==> config.mk <==
export PLATFORM = sky130hd
export DESIGN_NAME = io_shadow_readback
export DESIGN_NICKNAME = d
export VERILOG_FILES = /design/src/rtl/io_shadow_readback.sv
export SDC_FILE = /design/constraint.sdc
export NUM_CORES = 1
export LEC_CHECK = 0
export CAP_MARGIN = 10
export CORE_ASPECT_RATIO = 0.5
export CORE_MARGIN = 2
export CORE_UTILIZATION = 45
export CTS_CLUSTER_SIZE = 40
export DETAILED_ROUTE_END_ITERATION = 7
export PLACE_DENSITY = 0.71
export SLEW_MARGIN = 15
export SYNTH_ARGS = -nofsm -noshare
export SYNTH_HDL_FRONTEND = slang
export SYNTH_SLANG_ARGS = --single-unit
==> constraint.sdc <==
create_clock -name clk -period 3.3 [get_ports clk]
set_input_delay 0.66 -clock clk [delete_from_list [all_inputs] [get_ports clk]]
set_output_delay 0.66 -clock clk [all_outputs]
set_load 0.1 [all_outputs]
==> src/rtl/io_shadow_readback.sv <==
module io_shadow_readback #(
  parameter int AW = 16,
  parameter logic [AW-1:0] PIC_M = 16'h0020,
  parameter logic [AW-1:0] PIC_S = 16'h00A0,
  parameter logic [AW-1:0] PIT   = 16'h0040,
  parameter logic [AW-1:0] RTC   = 16'h0070
) (
  input  logic          clk,
  input  logic          rst,
  input  logic          alt_mode,
  input  logic          io_wr,
  input  logic          io_rd,
  input  logic [AW-1:0] io_addr,
  input  logic [7:0]    io_wdata,
  output logic          rd_hit,
  output logic [7:0]    rd_data
);

  localparam logic [AW-1:0] ONE = 1;
  localparam logic [AW-1:0] TWO = 2;
  localparam logic [AW-1:0] THREE = 3;
  localparam logic [3:0] PIC_LAST = 4'd11;
  localparam logic [2:0] PIT_LAST = 3'd6;

  // interrupt controller shadows, one per controller
  for (genvar c = 0; c < 2; c++) begin : g_pic
    localparam logic [AW-1:0] BASE = (c == 0) ? PIC_M : PIC_S;
    logic [4:0] icw2;
    logic [7:0] icw3;
    logic [1:0] icw4;
    logic [7:0] ocw1;
    logic [5:0] ocw2;
    logic [3:0] ocw3;
    logic [1:0] ist;
    logic       need4;

    wire wr_even = io_wr && io_addr == BASE;
    wire wr_odd  = io_wr && io_addr == BASE + ONE;

    always_ff @(posedge clk) begin
      if (rst) begin
        icw2 <= '0; icw3 <= '0; icw4 <= '0; ocw1 <= '0;
        ocw2 <= '0; ocw3 <= '0; ist <= '0; need4 <= 1'b0;
      end else if (wr_even && io_wdata[4]) begin
        ist   <= 2'd1;
        need4 <= io_wdata[0];
      end else if (wr_even) begin
        if (io_wdata[3]) ocw3 <= {io_wdata[6], io_wdata[2:0]};
        else             ocw2 <= {io_wdata[7:5], io_wdata[2:0]};
      end else if (wr_odd) begin
        case (ist)
          2'd1: begin icw2 <= io_wdata[7:3]; ist <= 2'd2; end
          2'd2: begin icw3 <= io_wdata; ist <= need4 ? 2'd3 : 2'd0; end
          2'd3: begin icw4 <= {io_wdata[4], io_wdata[1]}; ist <= 2'd0; end
          default: ocw1 <= io_wdata;
        endcase
      end
    end
  end

  // interval timer shadows, one per counter
  for (genvar n = 0; n < 3; n++) begin : g_pit
    localparam logic [AW-1:0] DPORT = PIT + AW'(n);
    logic [5:0] st;
    logic [7:0] lo, hi;
    logic       tog;

    wire ctl = io_wr && io_addr == PIT + THREE && io_wdata[7:6] == 2'(n)
               && io_wdata[5:4] != 2'b00;
    wire dat = io_wr && io_addr == DPORT;

    always_ff @(posedge clk) begin
      if (rst) begin
        st <= '0; lo <= '0; hi <= '0; tog <= 1'b0;
      end else if (ctl) begin
        st  <= io_wdata[5:0];
        tog <= 1'b0;
      end else if (dat) begin
        case (st[5:4])
          2'b01: begin lo <= io_wdata; hi <= '0; end
          2'b10: begin hi <= io_wdata; lo <= '0; end
          2'b11: begin
            if (tog) hi <= io_wdata;
            else     lo <= io_wdata;
            tog <= ~tog;
          end
          default: ;
        endcase
      end
    end
  end

  logic [6:0] rtc_idx;
  always_ff @(posedge clk) begin
    if (rst) rtc_idx <= '0;
    else if (io_wr && io_addr == RTC) rtc_idx <= io_wdata[6:0];
  end

  // read side
  wire sel_pic = io_addr == PIC_M;
  wire sel_pit = io_addr == PIT;
  wire sel_c2  = io_addr == PIT + TWO;
  wire sel_rtc = io_addr == RTC;

  assign rd_hit = io_rd && alt_mode && (sel_pic || sel_pit || sel_c2 || sel_rtc);

  logic [3:0] cnt_pic;
  logic [2:0] cnt_pit;

  always_ff @(posedge clk) begin
    if (rst || !alt_mode) begin
      cnt_pic <= '0;
      cnt_pit <= '0;
    end else if (rd_hit) begin
      if (sel_pic) cnt_pic <= (cnt_pic == PIC_LAST) ? 4'd0 : cnt_pic + 4'd1;
      if (sel_pit) cnt_pit <= (cnt_pit == PIT_LAST) ? 3'd0 : cnt_pit + 3'd1;
    end
  end

  logic [7:0] pic_word [12];
  for (genvar c = 0; c < 2; c++) begin : g_pic_rd
    assign pic_word[6*c+0] = {g_pic[c].icw2, 3'b000};
    assign pic_word[6*c+1] = g_pic[c].icw3;
    assign pic_word[6*c+2] = {3'b000, g_pic[c].icw4[1], 2'b00, g_pic[c].icw4[0], 1'b0};
    assign pic_word[6*c+3] = g_pic[c].ocw1;
    assign pic_word[6*c+4] = {g_pic[c].ocw2[5:3], 2'b00, g_pic[c].ocw2[2:0]};
    assign pic_word[6*c+5] = {1'b0, g_pic[c].ocw3[3], g_pic[c].ocw3[3], 2'b01,
                              g_pic[c].ocw3[2:0]};
  end

  logic [7:0] pit_word;
  always_comb begin
    case (cnt_pit)
      3'd0:    pit_word = {2'b00, g_pit[0].st};
      3'd1:    pit_word = g_pit[0].lo;
      3'd2:    pit_word = g_pit[0].hi;
      3'd3:    pit_word = g_pit[1].lo;
      3'd4:    pit_word = g_pit[1].hi;
      3'd5:    pit_word = g_pit[2].lo;
      default: pit_word = g_pit[2].hi;
    endcase
  end

  always_comb begin
    rd_data = 8'h00;
    if (rd_hit) begin
      if (sel_pic)      rd_data = pic_word[cnt_pic];
      else if (sel_pit) rd_data = pit_word;
      else if (sel_c2)  rd_data = {2'b00, g_pit[2].st};
      else              rd_data = {1'b0, rtc_idx};
    end
  end


  hit_needs_alt_chk: assert property (@(posedge clk) disable iff (rst)
    rd_hit |-> alt_mode);


  quiet_when_missed_chk: assert property (@(posedge clk) disable iff (rst)
    !rd_hit |-> rd_data == 8'h00);


  seq_parked_chk: assert property (@(posedge clk) disable iff (rst)
    !alt_mode |=> (cnt_pic == 4'd0 && cnt_pit == 3'd0));


  pic_cnt_range_chk: assert property (@(posedge clk) disable iff (rst)
    cnt_pic <= PIC_LAST);


  rtc_top_bit_chk: assert property (@(posedge clk) disable iff (rst)
    (rd_hit && sel_rtc) |-> !rd_data[7]);


  ocw3_mirror_chk: assert property (@(posedge clk) disable iff (rst)
    (rd_hit && sel_pic && (cnt_pic == 4'd5 || cnt_pic == 4'd11))
      |-> (rd_data[5] == rd_data[6] && rd_data[4:3] == 2'b01 && !rd_data[7]));


  c2_status_top_chk: assert property (@(posedge clk) disable iff (rst)
    (rd_hit && sel_c2) |-> rd_data[7:6] == 2'b00);


  pit_advance_chk: assert property (@(posedge clk) disable iff (rst)
    (rd_hit && sel_pit && alt_mode && cnt_pit != PIT_LAST) |=>
      (!alt_mode || cnt_pit == $past(cnt_pit) + 3'd1));

endmodule

==> results of run 1 <==
==> per-layer routing <==
| metal | global-route usage, % | vias to the layer above | routed length (µm) |
|---|---|---|---|
| met3 | 5.32 | 56 | 1270 |
| met4 | 8.87 | 0 | 603 |
| met2 | 43.0 | 234 | 11300 |
| met1 | 31.4 | 3394 | 9690 |
| met5 | 0 | - | 0 |
| li1 | - | 3272 | - |
==> cell usage in the layout, fill, tap and decap left out, types with 17 or more instances in the layout <==
| master | Yosys | routed |
|---|---|---|
| o21ai_0 | 22 | 20 |
| dfxtp_1 | 151 | 148 |
| mux2i_1 | 126 | 126 |
| nor2_1 | 117 | 116 |
| a21oi_1 | 39 | 39 |
| nand3b_1 | 22 | 22 |
| clkbuf_16 | 0 | 17 |
| buf_4 | 3 | 88 |
| nand3_1 | 24 | 22 |
| nand2_1 | 55 | 54 |
| nand2b_1 | 40 | 40 |
==> what timing repair did <==
action	4_1_cts	5_1_grt
endpoints found under the setup margin	9	8
pin swaps	15	10
gates resized for setup	51	20
endpoints found under the hold margin	0	0
hold buffers	0	0
setup buffers	13	6
==> cell families after synthesis <==
logic type	count (synthesis)	synth area share, %
AOI/OAI and AO/OA	126	10.7
xor gates and xnor gates	4	0.439
adders and majority gates	6	0.940
buffers and inverters	84	5.84
DFF	151	37.9
muxes	144	19.2
and+or+nand+nor	353	25.1
==> state kept, by name, summed over array words and instances (netlist names), 4 cells and up <==
name        cells
g_pit.hi       24
g_pit.lo       24
g_pic.icw3     16
g_pic.ocw1     16
g_pit.st       14
g_pic.ocw2     12
g_pic.icw2     10
g_pic.ocw3      8
rtc_idx         7
cnt_pic         4
g_pic.icw4      4
g_pic.ist       4
==> worst min-delay path by stage <==
stage,endpoint,slack (ns),cells after the start
2_1_floorplan,g_pit[2].lo[5],0.43,2
3_3_place_gp,g_pit[2].lo[5],0.44,2
3_5_place_dp,g_pit[2].hi[5],0.45,2
4_1_cts,g_pit[2].hi[5],0.45,2
5_1_grt,g_pit[2].hi[5],0.47,2
6_report,g_pit[2].lo[5],0.45,2
==> synth_stat cells, types with 7 or more instances <==
cell type | count | area share (%)
dfxtp_1 | 151 | 38
mux2i_1 | 126 | 16
nor2_1 | 117 | 5.5
nand2_1 | 55 | 2.6
clkbuf_1 | 40 | 1.9
nand2b_1 | 40 | 3.1
a21oi_1 | 39 | 2.4
nand3_1 | 24 | 1.5
nand3b_1 | 22 | 2.1
o21ai_0 | 22 | 1.4
a221oi_1 | 13 | 1.4
and2_1 | 13 | 1.0
inv_1 | 13 | 0.61
a211oi_1 | 12 | 1.1
mux2_2 | 12 | 1.7
nor4_4 | 10 | 2.7
nand4_1 | 9 | 0.71
nor3b_1 | 9 | 0.85
nor3_1 | 8 | 0.50
clkbuf_8 | 7 | 1.2
nor2b_1 | 7 | 0.55
nor4_1 | 7 | 0.55
==> per-stage QoR <==
| stage | instance area [µm²] | power (mW) | hold slack, ns |
|---|---|---|---|
| 2_1_floorplan | 8140 | 1.97 | 0.429 |
| 3_3_place_gp | 9070 | 2.05 | 0.437 |
| 3_5_place_dp | 9070 | 2.05 | 0.445 |
| 4_1_cts | 9840 | 4.03 | 0.453 |
| 5_1_grt | 9910 | 4.14 | 0.471 |
| 6_report | 9910 | 4.03 | 0.450 |
==> tightest hold or removal path, stage by stage (launching register included) <==
cell and delay (ns):
dfxtp_1 0.31, nand2_1 0.05, a21oi_1 0.05
==> power groups by stage <==
stage                     clock, mW  sequential, mW  combinational (mW)
after global placement            0            1.86               0.185
after floorplan                   0            1.86               0.109
final                          2.01            1.82               0.200
after CTS                      2.02            1.82               0.192
after global routing           2.11            1.82               0.210
after detailed placement          0            1.86               0.189
==> area by class of cell <==
class	count	area [µm²]	area share, %
well taps	234	293	2.95
flip-flops and latches	151	3030	30.6
multi-input cells	633	4750	47.9
inverters	14	56.3	0.568
repair buffers	132	1190	12.0
clock buffers	18	439	4.43
clock inverters	14	161	1.63
==> impl_metrics.env, run 1 <==
export IMPL_htree_num_levels=4
export IMPL_avgRoutedWirePerCell_um=19.1
export IMPL_cts_tree="yes"
export IMPL_overflow=0
export IMPL_cellPowerDensity_mw_per_mm2=406
export IMPL_worstPathMaxFanout=5
export IMPL_r2r_slack_ns=1.45
export IMPL_required_ns=2.64
export IMPL_start_util_pct=46.0
export IMPL_rr_endpoint="g_pit[2].hi[7]"
export IMPL_reg2reg_depth=4
export IMPL_sw_frac_of_total_pct=24.3
export IMPL_finalSetupViolCount=0
export IMPL_critical_path_class="input port to output pin"
export IMPL_hpwl_um=15300
export IMPL_io_pins=38
export IMPL_max_freq_ghz=0.306
export IMPL_core_area_mm2=0.0174
export IMPL_drc=0
export IMPL_antenna_found_initial=0
export IMPL_drive_gt1_share_pct=22.9
export IMPL_path_cells="clkbuf_2 > nor4_4 > nand4_1 > a211o_1 > a21o_4 > buf_12 > a311oi_4 > buf_12"
export IMPL_viasPerCell=5.82
export IMPL_syn_cell_area_mm2=0.00799
export IMPL_hold_path_class="register to register"
export IMPL_grt_pass1_wl_um=36600
export IMPL_grt_start_max_net_pins=86
export IMPL_timing_setup_tns_ns=0
export IMPL_synth_edf_count=0
export IMPL_syn_avg_cell_area_um2=9.20
export IMPL_grt_pass1_vias=6952
export IMPL_leakage_nw=3.91
export IMPL_ys_async_sr_fraction_pct=0
export IMPL_layout_setup_ws_ns=0.0359
export IMPL_crit_path_top_delay_cell="nor4_4"
export IMPL_min_from="g_pit[2].lo[5]"
export IMPL_ir_worst_vdd_v=0.000342
export IMPL_startpoint="io_addr[10]"
export IMPL_status="complete, no violations"
export IMPL_clockPowerShare_pct=49.8
export IMPL_seqPwrFrac_pct=45.2
export IMPL_finalHoldViolations=0
export IMPL_cts_path_max_buffers=2
export IMPL_internal_power_mw=3.05
export IMPL_max_stage_delay_ns=0.40
export IMPL_fin_nets=984
export IMPL_cp_num_buf_inv=3
export IMPL_place_inst=1145
export IMPL_tightest_slew_ns=1.00
export IMPL_ys_seq_area_share_pct=37.9
export IMPL_start_kind="input port"
export IMPL_vias=6956
export IMPL_dieArea_mm2=0.0189
export IMPL_cts_root_buffer="clkbuf_16"
export IMPL_cpMostUsedCell="buf_12"
export IMPL_cp_top_family="compound AO/OA/AOI/OAI gates"
export IMPL_gp_congestion=0.886
export IMPL_area_delta_synth_final_pct=24.1
export IMPL_fp_dieH_um=98.2
export IMPL_finalCriticalPeriod_ns=3.26
export IMPL_clk_latency_ns=0.43
export IMPL_synth_distinct_cells=70
export IMPL_wl_um=22900
export IMPL_pre_cts_slack_ns=-0.271
export IMPL_final_cells=1196
export IMPL_ys_warn_count=0
export IMPL_power_switching_mw=0.978
export IMPL_skew_ns=0.00745
export IMPL_synth_ff_type="dfxtp_1"
export IMPL_pwr_share_comb_pct=5.0
export IMPL_cts_sinks=151
export IMPL_period_share_pct=98.9
export IMPL_die_w_um=192
export IMPL_drtIter0Drc=578
export IMPL_firstDrtPassIters=6
export IMPL_grt_usage_pct=25.1
export IMPL_maxSlewHeadroom_pct=33.0
export IMPL_cp_end_kind="output pin"
export IMPL_clk_pin_slew_ns=0.06
export IMPL_cts_buffers=17
export IMPL_fill_cells=1467
export IMPL_port_buffers=37
export IMPL_synth_seq_cells=151
export IMPL_finalMaxSlewViolations=0
export IMPL_synth_cells=868
export IMPL_row_count=34
export IMPL_diodes=0
export IMPL_final_util_pct=57.1
export IMPL_synth_nets=903
export IMPL_endpoint="rd_data[5]"
export IMPL_drtAntennaViolNets=0
export IMPL_cp_depth=8
export IMPL_cap_violations=0
export IMPL_worstPathArrival_ns=2.60
export IMPL_rr_startpoint="g_pit[2].st[5]"
(Power assumes the default switching activity.)
==> inputs of run 2 (changes only) <==
Settings changed: SLEW_MARGIN 15 to not set.
==> results of run 2 <==
No change in the layout: final DEF, timing and power equal those of run 1.
